[src/rtl/cdp_pkg.sv]
package cdp_pkg;
    localparam int NPORT   = 5;
    localparam int P_LOCAL = 0;
    localparam int P_EAST  = 1;
    localparam int P_WEST  = 2;
    localparam int P_NORTH = 3;
    localparam int P_SOUTH = 4;
endpackage

[src/rtl/cdp_par_gen.sv]
module cdp_par_gen #(
    parameter int W = 64
) (
    input  logic [W-1:0] d,
    output logic         p
);
    localparam int HALF = W / 2;
    generate
        if (W > 8) begin : g_split
            logic p_lo, p_hi;
            cdp_par_gen #(.W(HALF))     u_lo (.d(d[HALF-1:0]), .p(p_lo));
            cdp_par_gen #(.W(W - HALF)) u_hi (.d(d[W-1:HALF]), .p(p_hi));
            assign p = p_lo ^ p_hi;
        end else begin : g_leaf
            assign p = ^d;
        end
    endgenerate
endmodule

[src/rtl/cdp_xy_route.sv]
module cdp_xy_route
    import cdp_pkg::*;
#(
    parameter int CW   = 2,
    parameter int MY_X = 1,
    parameter int MY_Y = 2
) (
    input  logic [CW-1:0]    dst_x,
    input  logic [CW-1:0]    dst_y,
    output logic [NPORT-1:0] sel
);
    localparam logic [CW-1:0] OWN_X = CW'(MY_X);
    localparam logic [CW-1:0] OWN_Y = CW'(MY_Y);

    always_comb begin
        sel = '0;
        if (dst_x > OWN_X)      sel[P_EAST]  = 1'b1;
        else if (dst_x < OWN_X) sel[P_WEST]  = 1'b1;
        else if (dst_y > OWN_Y) sel[P_NORTH] = 1'b1;
        else if (dst_y < OWN_Y) sel[P_SOUTH] = 1'b1;
        else                    sel[P_LOCAL] = 1'b1;
    end
endmodule

[src/rtl/cdp_switch_dp.sv]
module cdp_switch_dp
    import cdp_pkg::*;
#(
    parameter int DATA_W = 64,
    parameter int MESH_X = 4,
    parameter int MESH_Y = 4,
    parameter int MY_X   = 1,
    parameter int MY_Y   = 2
) (
    input  logic              clk,
    input  logic              rst_n,
    input  logic              in_valid,
    input  logic [DATA_W-1:0] in_flit,
    input  logic              in_par,
    input  logic [DATA_W-1:0] dp_upset,
    input  logic              err_clr,
    output logic              resp_valid,
    output logic              resp_ok,
    output logic [NPORT-1:0]  out_valid,
    output logic [DATA_W-1:0] out_flit,
    output logic              out_par,
    output logic              link_err,
    output logic              switch_err
);
    localparam int CW       = (MESH_X > MESH_Y) ? $clog2(MESH_X) : $clog2(MESH_Y);
    localparam int HEAD_BIT = DATA_W - 2;

    typedef struct packed {
        logic [DATA_W-1:0] flit;
        logic              par;
        logic [NPORT-1:0]  vld;
        logic [NPORT-1:0]  route;
        logic              resp_v;
        logic              resp_ok;
        logic              lef;
        logic              sef;
    } state_t;

    state_t st_d, st_q;

    logic             in_calc_par;
    logic             out_calc_par;
    logic             link_bad;
    logic             is_head;
    logic [NPORT-1:0] head_sel;
    logic [NPORT-1:0] use_sel;

    cdp_par_gen #(.W(DATA_W)) u_in_par (.d(in_flit), .p(in_calc_par));
    cdp_par_gen #(.W(DATA_W)) u_out_par (.d(st_q.flit), .p(out_calc_par));

    cdp_xy_route #(.CW(CW), .MY_X(MY_X), .MY_Y(MY_Y)) u_route (
        .dst_x (in_flit[CW-1:0]),
        .dst_y (in_flit[2*CW-1:CW]),
        .sel   (head_sel)
    );

    always_comb begin
        link_bad = in_valid && (in_calc_par != in_par);
        is_head  = in_flit[HEAD_BIT];
        use_sel  = is_head ? head_sel : st_q.route;

        st_d         = st_q;
        st_d.resp_v  = in_valid;
        st_d.resp_ok = in_valid && !link_bad;
        st_d.vld     = '0;
        st_d.lef     = (st_q.lef && !err_clr) || link_bad;
        st_d.sef     = (st_q.sef && !err_clr) ||
                       ((|st_q.vld) && (out_calc_par != st_q.par));
        if (in_valid && !link_bad) begin
            st_d.flit = in_flit ^ dp_upset;
            st_d.par  = in_par;
            st_d.vld  = use_sel;
            if (is_head) st_d.route = head_sel;
        end
    end

    always_ff @(posedge clk) begin
        if (!rst_n) begin
            st_q       <= '0;
            st_q.route <= NPORT'(1) << P_LOCAL;
        end else begin
            st_q <= st_d;
        end
    end

    assign resp_valid = st_q.resp_v;
    assign resp_ok    = st_q.resp_ok;
    assign out_valid  = st_q.vld;
    assign out_flit   = st_q.flit;
    assign out_par    = st_q.par;
    assign link_err   = st_q.lef;
    assign switch_err = st_q.sef;

    AST_LINK_FLAG: assert property (@(posedge clk) disable iff (!rst_n)
        link_bad |=> (link_err && resp_valid && !resp_ok));
    AST_RESP_PULSE: assert property (@(posedge clk) disable iff (!rst_n)
        !in_valid |=> !resp_valid);
    AST_DROP: assert property (@(posedge clk) disable iff (!rst_n)
        link_bad |=> (out_valid == '0 && $stable(out_flit)));
    AST_ONE_PORT: assert property (@(posedge clk) disable iff (!rst_n)
        $onehot0(out_valid));
    AST_PASS: assert property (@(posedge clk) disable iff (!rst_n)
        (in_valid && !link_bad && dp_upset == '0) |=>
        ($countones(out_valid) == 1 && out_flit == $past(in_flit)));
    AST_SW_FLAG: assert property (@(posedge clk) disable iff (!rst_n)
        ((|out_valid) && ((^out_flit) != out_par)) |=> switch_err);
    AST_STICKY: assert property (@(posedge clk) disable iff (!rst_n)
        (link_err && !err_clr) |=> link_err);
endmodule

[config.mk]
export PLATFORM = sky130hd
export DESIGN_NAME = cdp_switch_dp
export DESIGN_NICKNAME = d
export VERILOG_FILES = /design/src/rtl/cdp_pkg.sv /design/src/rtl/cdp_par_gen.sv /design/src/rtl/cdp_xy_route.sv /design/src/rtl/cdp_switch_dp.sv
export SDC_FILE = /design/constraint.sdc
export NUM_CORES = 1
export LEC_CHECK = 0
export BUFFER_PORTS_ARGS = -buffer_cell sky130_fd_sc_hd__buf_2
export CORE_MARGIN = 2
export CORE_UTILIZATION = 30
export DETAILED_ROUTE_END_ITERATION = 10
export PLACE_DENSITY = 0.62
export SYNTH_ARGS = -nofsm -noshare
export SYNTH_HDL_FRONTEND = slang
export SYNTH_HIERARCHICAL = 1
export SYNTH_SLANG_ARGS = --single-unit
export TNS_END_PERCENT = 10
[constraint.sdc]
create_clock -name clk -period 5 [get_ports clk]
set_input_delay 0.25 -clock clk [delete_from_list [all_inputs] [get_ports clk]]
set_output_delay 0.25 -clock clk [all_outputs]
set_load 0.005 [all_outputs]
# After elaboration in Yosys (flattened, before gate mapping)
# Cells that the tools add are included.
# totals
out_inout_bits	74
register_bits	79
elab_cells	68
input_bits	133
# op_classes
mux	12
reduce_logical	27
eq_ne	2
order_cmp	4
bitwise	15
# ops
cell	count
XOR reduction 8 bit	16
bitwise XOR 64 bit	1
bitwise XOR 1 bit	14
two-way mux 1 bit	9
logical AND 1 bit	5
two-way mux 5 bit	1
OR reduction 5 bit	1
two-way mux 3 bit	1
> comparator 2 x 1 -> 1 bit, second input constant	1
> comparator 2 bit, second input constant	1
zero test 1 bit	2
logical OR 1 bit	2
< comparator 2 x 1 -> 1 bit, second input constant	1
< comparator 2 bit, second input constant	1
two-way mux 2 bit	1
!= test 1 bit	2
AND reduction 2 bit	1

# Longest topological paths before layout
# Gate-level depths: netlist of the first run.
# logic_depth
depth_word	9
depth_mapped	12
ltp_nobuf	10

# Hierarchy
# The synthesis of the first run kept the hierarchy.
# by_module_without_submodules
module	seq_area_each_um2	n_inst	cells_each	area_per_inst_um2
cdp_switch_dp	1581.5	1	338	3729.8
cdp_par_gen (u_in_par.g_split.u_hi.g_split.u_hi.g_split.u_hi ...)	0.0	16	7	61.3
cdp_par_gen (u_in_par ...)	0.0	14	1	8.8
cdp_xy_route	0.0	1	5	38.8

# Least setup slack after synthesis of the first run
# No wires, ideal clock.
# synth_timing
kind	in2reg
start	input in_flit[3]
end	register st_q, in the netlist out_flit[0]
setup_ns	0.117
path_slack_ns	2.688
path_buffers	2
t_required_ns	4.883
arrival_ns	2.195
path_stages	11
cell_sequence	xor2_1 -> xnor2_1 -> xnor2_1 -> xor2_1 -> xor2_1 -> xor2_1 -> xnor2_2 -> a21boi_2 -> buf_6 -> buf_12 -> a22o_1
# synth_between
elab_chain_cells	8
# synth_rtl
element	line_no	rtl
start: declaration	cdp_switch_dp.sv:13	input logic [DATA_W-1:0] in_flit,
XOR reduction 8 bit	cdp_par_gen.sv:15	assign p = ^d;
net u_in_par.g_split.u_lo.g_split.u_lo.g_split.p_lo	cdp_par_gen.sv:10	logic p_lo, p_hi;
bitwise XOR 1 bit	cdp_par_gen.sv:13	assign p = p_lo ^ p_hi;
net u_in_par.g_split.u_lo.g_split.p_lo	cdp_par_gen.sv:10	
bitwise XOR 1 bit	cdp_par_gen.sv:13	
net u_in_par.g_split.p_lo	cdp_par_gen.sv:10	
bitwise XOR 1 bit	cdp_par_gen.sv:13	
net in_calc_par	cdp_switch_dp.sv:41	logic in_calc_par;
!= test 1 bit	cdp_switch_dp.sv:58	link_bad = in_valid && (in_calc_par != in_par);
logical AND 1 bit	cdp_switch_dp.sv:58	
zero test 1 bit	cdp_switch_dp.sv:69	if (in_valid && !link_bad) begin
logical AND 1 bit	cdp_switch_dp.sv:69	
end signal: assignment	cdp_switch_dp.sv:82	st_q <= st_d;
end: declaration	cdp_switch_dp.sv:39	state_t st_d, st_q;
# The timed path passes the listed nets, and every way through them passes these cells.
# A chain may end at the register's enable or synchronous reset.

# Worst setup path in the final report of the first run
# layout_timing
start	input in_flit[62]
end	register st_q, in the netlist out_flit[57]
# layout_between
elab_chain_cells	8
# layout_rtl
element	line_no
XOR reduction 8 bit	cdp_par_gen.sv:15
net u_in_par.g_split.u_hi.g_split.u_hi.g_split.p_hi	cdp_par_gen.sv:10
bitwise XOR 1 bit	cdp_par_gen.sv:13
net u_in_par.g_split.u_hi.g_split.p_hi	cdp_par_gen.sv:10
bitwise XOR 1 bit	cdp_par_gen.sv:13
net u_in_par.g_split.p_hi	cdp_par_gen.sv:10
bitwise XOR 1 bit	cdp_par_gen.sv:13
net in_calc_par	cdp_switch_dp.sv:41
!= test 1 bit	cdp_switch_dp.sv:58
logical AND 1 bit	cdp_switch_dp.sv:58
zero test 1 bit	cdp_switch_dp.sv:69
logical AND 1 bit	cdp_switch_dp.sv:69
# The timed path passes the listed nets, and every way through them passes these cells.

==> key figures, run 1 <==
Synth
  – Yosys cell types: 30
  – Net Count, Synth: 602
  – Yosys warns: 6
  – Synth top cells by count: xnor2_1 (96), xor2_1 (96), dfxtp_1 (79)
  – Mapped cell area: 4870 um^2
  – Ys async rst share: 0
  – Top cells by area, synth: dfxtp_1 (32%), xnor2_1 (17%), xor2_1 (17%)
  – Top cell type's share of synthesized area: 0.325
  – Sequential area share after synthesis: 0.325
  – Top FF cell, synth: dfxtp_1
  – Synthesized area per cell: 10.4 um^2
  – Synthesis-stage register bit count: 79
  – Mapped Cells: 469
  – EDFF count, synth: 0
  – Cell taking the most area after synthesis: dfxtp_1

Place
  – Port Buffer Count: 206
  – GPL Wtd Cong: 0.706
  – Dpl ws: 1.35 ns
  – Hpwl dp: 8360 um

GRT
  – Maximum number of pins on one net before global-route repair: 66
  – First-pass GRT wire length: 17000 um
  – Initial antenna violation count: 0
  – Number of global-route vias before repair: 3381
  – Total GRT Usage: 0.123
  – Grt total ovfl: 0

STA
  – Endpoints failing setup: 0
  – Fin crit period: 3.15 ns
  – Hold Slack: 0.191 ns
  – Total Neg Setup Slack: 0 ns
  – Worst-Margin Slew: 1.15 ns
  – Final worst slack: 1.85 ns
  – Clock Skews: 0.00612 ns
  – Max_slew headroom: 0.233
  – RSZ-0062 raised after global routing: false
  – Period utilization: 0.629
  – Hold Violations, Final: 0
  – Max Fclk: 318 MHz
  – Fin. max-slew vios: 0

Floorplan
  – Full die area: 17300 um^2
  – Die X: 131 um
  – Core ar.: 15900 um^2
  – Initial Util: 0.307
  – Die Span Y: 131 um
  – Io pins: 207
  – Core Rows: 46

Route
  – ANT nets after route: 0
  – # DRC: 0
  – DR pass1 iterations: 4
  – Total wire length: 10500 um
  – Via/cell ratio: 4.17
  – Detailed Route Iter0 Violations: 91
  – WL per Instance: 12.8 um
  – Routed via count: 3429

Critical path
  – RR Startpoint: out_flit[63]$_SDFFE_PN0P_
  – Startpoint types: primary input
  – CP Max Fanout: 65
  – Arrival time worst endpoint: 3.42 ns
  – Critical Path Sink Type: register
  – CP required: 5.27 ns
  – Worst setup startpoint: in_flit[62]
  – Slowest stage delay, CP: 0.82 ns
  – Crit path cell chain: buf_2 -> xnor2_1 -> xnor2_1 -> xnor2_1 -> xor2_1 -> xor2_1 -> xor2_1 -> xnor2_2 -> nand2_2 -> inv_2 -> a22o_1
  – Setup CP Type: primary input to register
  – Slowest cell on crit path: inv_2

Layout
  – Share of layout cells above drive strength 1: 0.378
  – Fill count: 1661
  – Area grow syn2layout: 18.8%
  – N_diodes: 0
  – Finished Core Util: 0.365
  – Final #Nets: 734

Clock tree
  – CTS resizes: 0
  – H-tree Lvls: 3
  – Num CTS Buffers: 9
  – Clock sink count: 79
  – Clock-pin slew on the worst setup and hold paths: 0.06 ns
  – Root buffer cell: clkbuf_16
  – Post-CTS Setup Bufs: 0
  – TritonCTS clock tree: built
  – CTS max path bufs: 2
  – Clk_lat worst skew: 0.34 ns
  – Cts hold-fix bufs: 0

Power and ir drop
  – Power density cells: 595 nW/um^2
  – Leak Pwr: 2.70 nW
  – Peak supply drop: 299 uV

Job
  – Number of max-cap violations: 0

Status
  – Status: completed

Worst hold path
  – Min-delay src: err_clr
  – Worst Hold Class: primary input to register
[worst max-delay path: cells and delay by family]
| family | cells | cell delay (ns) |
|---|---|---|
| buffers and inverters | 2 | 1.05 |
| and+or+nand+nor | 1 | 0.16 |
| xor gates and xnor gates | 7 | 1.64 |
| AOI/OAI and AO/OA | 1 | 0.25 |
[final timing paths]
kind / cells past startpoint / endpoint / slack [ns]
max: 11 / out_flit[57]$_SDFFE_PN0P_ / 1.85
min reg2reg: 2 / st_q[6]$_SDFFE_PN0P_ / 0.46
min: 3 / switch_err$_SDFF_PN0_ / 0.19
max reg2reg: 9 / switch_err$_SDFF_PN0_ / 2.91
[final cells by class]
class	instances	area, um^2	share of cell area
Multi-Input combinational cell	300	2550	0.440
Sequential cell	79	1580	0.273
Timing Repair Buffer	207	1050	0.182
Tap cell	216	270	0.0467
Clock buffer	11	243	0.0419
Clock inverter	5	81.3	0.0140
Inverter	4	15.0	0.00259
[state kept, by name, summed over array words and instances (netlist names)]
register    count
out_flit       64
out_valid       5
st_q            5
link_err        1
out_par         1
resp_ok         1
resp_valid      1
switch_err      1
[power breakdown]
group,internal [mW],switching [mW]
Combinational,0.852,1.01
Sequential,0.777,0.0987
Clock,0.451,0.256
Total,2.08,1.36
[per-layer routing]
| metal | global-route usage | vias to the layer above | routed length, um | share of wire |
|---|---|---|---|---|
| li1 | - | 1758 | - | - |
| met1 | 0.153 | 1519 | 4710 | 0.45 |
| met2 | 0.199 | 139 | 4850 | 0.46 |
| met3 | 0.0386 | 13 | 758 | 0.072 |
| met4 | 0.0495 | 0 | 176 | 0.017 |
| met5 | 0 | - | 0 | 0 |
[stage by stage]
stage | instance area [um^2] | total power, mW | std cells
finish | 5790 | 3.44 | 822
global route | 5790 | 3.72 | 822
CTS | 5790 | 3.53 | 822
detailed placement | 5470 | 2.80 | 806
global placement | 5470 | 2.78 | 806
floorplan | 4870 | 2.64 | 469
[kinds of logic (layout without fill, tap and decap cells)]
kind of cell,after synthesis,after routing,synth area share
XOR/XNOR,193,193,0.348
multiplexers,9,9,0.0185
buffers and inverters,90,227,0.154
AO/OA/AOI/OAI,73,73,0.128
AND/OR/NAND/NOR,25,25,0.0262
flip-flops,79,79,0.325
[placed cells by master, fill, tap and decap left out, types with 2 or more instances in the layout]
cell / count
buf_2: 206
xor2_1: 96
xnor2_1: 96
dfxtp_1: 79
a22o_1: 64
nand2_1: 10
mux2i_1: 9
clkbuf_16: 9
nor2_1: 7
inv_1: 3
and2_1: 2
o21ai_0: 2
bufinv_16: 2
Power figures use the tool's default switching activity.
==> run 2: changes to the inputs <==
Settings changed: ABC_AREA set to 1, PLACE_DENSITY 0.62 to 0.6.
Clock period 5 ns to 2.7 ns, I/O delays scaled along.
==> key figures, run 2 <==
Clock tree
  – Post-CTS Setup Bufs: 0
  – Root buffer cell: clkbuf_16
  – CTS max path bufs: 2
  – Num CTS Buffers: 9
  – CTS resizes: 0
  – Clock-pin slew on the worst setup and hold paths: 0.07 ns
  – Cts hold-fix bufs: 0
  – TritonCTS clock tree: built
  – H-tree Lvls: 3
  – Clk_lat worst skew: 0.34 ns
  – Clock sink count: 79

Layout
  – Fill count: 2538
  – Largest register FFs: 64
  – Area grow syn2layout: 15.7%
  – Most common cell after layout, fill and taps aside: nand2_1
  – Reg area: 1580 um^2
  – Area of the multi-input gates: 4110 um^2
  – Final #Nets: 1583
  – Most frequent cells in the layout: nand2_1 (829), buf_2 (206), inv_1 (166)
  – Share of layout cells above drive strength 1: 0.162

Synth
  – Most instantiated library cell after synthesis: nand2_1
  – Synthesis-stage register bit count: 79
  – Post-Synth Adder-Cell Area: 0
  – Net Count, Synth: 1454
  – Synthesized area per cell: 5.31 um^2
  – Synth top cells by count: nand2_1 (829), inv_1 (166), buf_4 (79), dfxtp_1 (79), nand3_1 (73)
  – Top cells by area, synth: nand2_1 (44%), dfxtp_1 (23%), inv_1 (8.9%)
  – EDFF count, synth: 0
  – Largest family of logic cells by synthesized area: simple AND/OR/NAND/NOR gates
  – Ys async rst share: 0
  – Simple-gate share of the synthesized area: 0.504
  – Sequential area share after synthesis: 0.226
  – Mapped cell area: 7010 um^2
  – Mux contribution to synthesized area: 0
  – Yosys warns: 6
  – Cell taking the most area after synthesis: nand2_1
  – Top FF cell, synth: dfxtp_1
  – Mapped Cells: 1321
  – Yosys cell types: 17
  – Top cell type's share of synthesized area: 0.444
  – Compound-Gate Fraction of Synth Area: 0.00214
  – Synth Area in XOR/XNOR: 0.0800

Power and ir drop
  – Logic pwr share: 0.414
  – Clock power frac: 0.268
  – Net switching fraction of the power: 0.409
  – Switching Power: 1.92 mW
  – Leak Pwr: 5.17 nW
  – Tot Pwr: 4.70 mW
  – Peak supply drop: 203 uV
  – Seq pwr share: 0.318
  – Internal: 2.78 mW
  – Power density cells: 580 nW/um^2

Critical path
  – RR Endpoint: switch_err$_SDFF_PN0_
  – CP Max Fanout: 46
  – Critical Path Sink Type: register
  – CP top delay family: simple AND/OR/NAND/NOR gates
  – Arrival time worst endpoint: 2.23 ns
  – Setup CP Type: primary input to register
  – Startpoint types: primary input
  – Crit-path most repeated cell: nand2_1
  – RR Startpoint: out_flit[14]$_SDFFE_PN0P_
  – CP required: 2.99 ns
  – Slowest stage delay, CP: 0.42 ns
  – R2r worst-path depth: 19
  – Crit path buf inv count: 6
  – Slowest cell on crit path: buf_4
  – R2R setup slack: 0.86 ns
  – Crit path cell chain: buf_2 -> inv_1 -> nand2_1 -> nand2_1 -> nand2_1 -> nand2_1 -> nand2_1 -> nand2_1 -> inv_1 -> nand2_1 -> nand2_1 -> inv_1 -> nand2_1 -> nand2_1 -> nand2_1 -> nand2_1 -> inv_1 -> nand2_1 -> nand2_2 -> nand2_2 -> buf_4 -> nand3_1 -> nand2_1

STA
  – RSZ-0062 raised after global routing: false
  – Period utilization: 0.719
  – Hold Violations, Final: 0
  – Fin. max-slew vios: 0
  – Fin crit period: 1.94 ns
  – Endpoints failing setup: 0
  – Worst-Margin Slew: 0.560 ns
  – Clock Skews: 0.00488 ns
  – Final worst slack: 0.759 ns
  – Max_slew headroom: 0.627
  – Max Fclk: 515 MHz
  – Total Neg Setup Slack: 0 ns

Floorplan
  – Core Rows: 55
  – Initial Util: 0.308
  – Die X: 157 um
  – Io pins: 207
  – Full die area: 24600 um^2
  – Die Span Y: 157 um
  – Core ar.: 22800 um^2

Route
  – ANT nets after route: 0
  – # DRC: 0
  – WL per Instance: 9.87 um
  – DR pass1 iterations: 4
  – Routed via count: 7397
  – Total wire length: 17500 um
  – Via/cell ratio: 4.18
  – Detailed Route Iter0 Violations: 223

GRT
  – First-pass GRT wire length: 27800 um
  – Maximum number of pins on one net before global-route repair: 71
  – Initial antenna violation count: 3
  – Grt total ovfl: 0
  – Number of global-route vias before repair: 6366
  – Total GRT Usage: 0.140

Place
  – Hpwl dp: 14200 um
  – Port Buffer Count: 206
  – GPL Wtd Cong: 0.761
  – Dpl ws: 0.421 ns

Status
  – Status: completed

Job
  – Number of max-cap violations: 0

Worst hold path
  – Worst Hold Class: primary input to register
  – WHS Path Cells: 3
  – Min-delay src: in_par
  – Hold endpoint: out_par$_SDFFE_PN0P_
run 2: changes by cell type after synthesis, moves of 3 or more:
cell	before	now
xor2_1	96	64
inv_1	3	166
nand3_1	0	73
a22o_1	64	0
nand2_1	10	829
nand2_2	1	4
buf_6	7	4
xnor2_1	96	0
buf_4	69	79
mux2i_1	9	0
buf_2	2	7
buf_12	6	0
run 2: area by class of cell:
cell class,instances,area share
repair buffers,211,0.133
flip-flops and latches,79,0.195
clock inverters,7,0.00988
multi-input cells,980,0.507
diodes,2,0.000617
clock buffers,9,0.0278
well taps,313,0.0483
inverters,169,0.0783
run 2: power by group through the flow:
stage	clock network [mW]	registers [mW]	logic, mW
floorplan	0	1.48	1.58
global placement	0	1.52	1.92
detailed placement	0	1.52	1.97
CTS	1.32	1.50	1.98
global route	1.36	1.53	2.26
finish	1.26	1.49	1.95
run 2: logic make-up after synthesis:
| logic type | Yosys count |
|---|---|
| AOI/OAI and AO/OA | 3 |
| xor gates and xnor gates | 64 |
| buffers and inverters | 262 |
| and+or+nand+nor | 913 |
| DFF | 79 |
run 2: worst max path at each step:
| stage | startpoint | to | slack (ns) | cells after the start |
|---|---|---|---|---|
| floorplan | in_flit[4] | out_flit[10]$_SDFFE_PN0P_ | 1.10 | 23 |
| global placement | in_flit[62] | out_flit[15]$_SDFFE_PN0P_ | 0.44 | 24 |
| detailed placement | in_flit[32] | out_flit[59]$_SDFFE_PN0P_ | 0.42 | 23 |
| CTS | in_flit[62] | out_flit[3]$_SDFFE_PN0P_ | 0.78 | 24 |
| global route | in_flit[28] | out_flit[6]$_SDFFE_PN0P_ | 0.42 | 24 |
| finish | in_flit[32] | st_q[6]$_SDFFE_PN0P_ | 0.76 | 23 |
run 2: layer usage:
metal / share of wire / vias up / track usage
met2: 0.48 / 139 / 0.251
met5: 0.00046 / - / 0
li1: - / 4061 / -
met3: 0.049 / 30 / 0.0271
met1: 0.44 / 3165 / 0.161
met4: 0.028 / 2 / 0.0620
run 2: stage by stage:
| step | instance area (um^2) | hold WS, ns | cells | utilization |
|---|---|---|---|---|
| detailed placement | 7800 | 0.401 | 1752 | 0.342 |
| CTS | 8100 | 0.0226 | 1768 | 0.356 |
| finish | 8110 | 0.0394 | 1770 | 0.356 |
| global route | 8110 | 0.0528 | 1770 | 0.356 |
| floorplan | 7010 | 0.245 | 1321 | - |
| global placement | 7800 | 0.383 | 1752 | 0.342 |
run 2: worst min-delay path: stages:
cell     delay [ns]
buf_2          0.11
nand2_1        0.06
nand2_1        0.05
==> run 3: changes to the inputs <==
Clock period 2.7 ns to 1.65 ns, I/O delays scaled along.
==> key figures, run 3 (synthesized netlist as in run 2, its figures left out) <==
GRT
  – Initial antenna violation count: 1
  – Grt total ovfl: 0
  – Total GRT Usage: 0.152
  – Maximum number of pins on one net before global-route repair: 54
  – First-pass GRT wire length: 30300 um
  – Number of global-route vias before repair: 6938

Clock tree
  – Clock-pin slew on the worst setup and hold paths: 0.06 ns
  – Clock sink count: 79
  – Clk_lat worst skew: 0.34 ns
  – Num CTS Buffers: 9
  – Root buffer cell: clkbuf_16
  – H-tree Lvls: 3
  – CTS max path bufs: 2
  – TritonCTS clock tree: built

Critical path
  – Critical Path Sink Type: register
  – Worst setup startpoint: in_flit[56]
  – Setup CP Type: primary input to register
  – CP required: 1.89 ns
  – Arrival time worst endpoint: 1.95 ns
  – R2r worst-path depth: 20
  – RR Endpoint: switch_err$_SDFF_PN0_
  – RR Startpoint: out_flit[1]$_SDFFE_PN0P_
  – CP Max Fanout: 5
  – Startpoint types: primary input
  – R2R setup slack: -0.04 ns

STA
  – Period utilization: 1.04
  – Endpoints failing setup: 10
  – Max_slew headroom: 0.783
  – Fin. max-slew vios: 0
  – Clock Skews: 0.00738 ns
  – Worst-Margin Slew: 0.323 ns
  – Hold Violations, Final: 0
  – Max Fclk: 584 MHz
  – Total Neg Setup Slack: -0.390 ns
  – RSZ-0062 raised after global routing: true
  – Final worst slack: -0.0612 ns
  – Hold Slack: 0.00992 ns
  – Fin crit period: 1.71 ns

Layout
  – Share of layout cells above drive strength 1: 0.404
  – Largest register FFs: 64
  – Final #Nets: 1723
  – Fill count: 2436
  – Most frequent cells in the layout: nand2_1 (690), buf_4 (168), buf_2 (149)
  – Finished Core Util: 0.441
  – Most common cell after layout, fill and taps aside: nand2_1
  – Area grow syn2layout: 43.4%

Worst hold path
  – Hold endpoint: out_flit[57]$_SDFFE_PN0P_
  – WHS Path Cells: 4
  – Min-delay src: dp_upset[57]
  – Worst Hold Class: primary input to register

Route
  – Routed via count: 7946
  – DR pass1 iterations: 4
  – WL per Instance: 10.3 um
  – Via/cell ratio: 4.16
  – Total wire length: 19700 um
  – ANT nets after route: 0
  – # DRC: 0
  – Detailed Route Iter0 Violations: 223

Place
  – Port Buffer Count: 206
  – Dpl ws: -0.441 ns
  – GPL Wtd Cong: 0.773
  – Hpwl dp: 14900 um

Floorplan
  – Io pins: 207
  – Die X: 157 um
  – Core Rows: 55
  – Full die area: 24600 um^2
  – Die Span Y: 157 um
  – Initial Util: 0.308
  – Core ar.: 22800 um^2

Power and ir drop
  – Peak supply drop: 356 uV
  – Leak Pwr: 6.02 nW
  – Tot Pwr: 8.70 mW
  – Power density cells: 866 nW/um^2

Status
  – Failing checks: negative setup slack
  – Status: finished, violations left

Job
  – Number of max-cap violations: 0
==> run 3: power breakdown <==
group	total, mW	internal (mW)	switching, mW
clock	1.91	1.07	0.845
combinational	4.34	1.91	2.43
sequential	2.45	2.21	0.245
==> run 3: per-stage QoR <==
| step | std cells | instance area [um^2] |
|---|---|---|
| after floorplan | 1321 | 7010 |
| after global placement | 1878 | 8800 |
| after detailed placement | 1878 | 8800 |
| after CTS | 1902 | 9310 |
| after global routing | 1909 | 10000 |
| final | 1909 | 10000 |
==> run 3: cell type report <==
| cell class | count | area (um^2) | area share |
|---|---|---|---|
| multi-input combinational | 980 | 4510 | 0.449 |
| timing repair buffer | 350 | 2500 | 0.249 |
| sequential | 79 | 1670 | 0.166 |
| inverter | 169 | 679 | 0.0676 |
| tap | 313 | 392 | 0.0390 |
| clock buffer | 10 | 239 | 0.0238 |
| clock inverter | 6 | 46.3 | 0.00461 |
| timing repair inverter | 1 | 11.3 | 0.00112 |
| antenna | 1 | 2.50 | 0.000249 |
==> run 3: per-layer routing <==
metal | share of wire | track usage
met1 | 0.45 | 0.183
met2 | 0.50 | 0.274
met3 | 0.038 | 0.0227
met4 | 0.021 | 0.0555
met5 | 0 | 0
==> run 3: worst max-delay path, stage by stage <==
cell and delay, ns:
buf_6 0.10, inv_2 0.05, nand2_1 0.06, nand2_1 0.10
nand2_1 0.08, nand2_2 0.07, nand2_2 0.06, nand2_4 0.08
inv_2 0.04, nand2_2 0.06, nand2_2 0.07, nand2_1 0.07
nand2_2 0.06, inv_2 0.05, nand2_2 0.04, nand2_2 0.08
inv_2 0.04, nand2_2 0.06, nand2_4 0.09, nand2_8 0.12
clkinv_8 0.08, buf_4 0.14, clkbuf_16 0.15, nand2_1 0.05
nand2_1 0.04
==> run 3: what timing repair did <==
item / in CTS / in global routing
buffers inserted: 3 / 4
hold endpoints to repair: 3 / 0
setup endpoints to repair: 75 / 77
gates cloned: 2 / 4
gates resized for setup: 53 / 336
hold buffers: 3 / 0
pin swaps: 8 / 149
==> run 3: worst max path at each step <==
| stage | to | slack [ns] | cells after the start |
|---|---|---|---|
| 6_report | out_flit[41]$_SDFFE_PN0P_ | -0.06 | 25 |
| 5_1_grt | switch_err$_SDFF_PN0_ | -0.27 | 20 |
| 4_1_cts | switch_err$_SDFF_PN0_ | -0.08 | 20 |
| 3_5_place_dp | out_flit[33]$_SDFFE_PN0P_ | -0.44 | 25 |
| 3_3_place_gp | out_flit[42]$_SDFFE_PN0P_ | -0.39 | 25 |
| 2_1_floorplan | out_flit[10]$_SDFFE_PN0P_ | 0.10 | 23 |
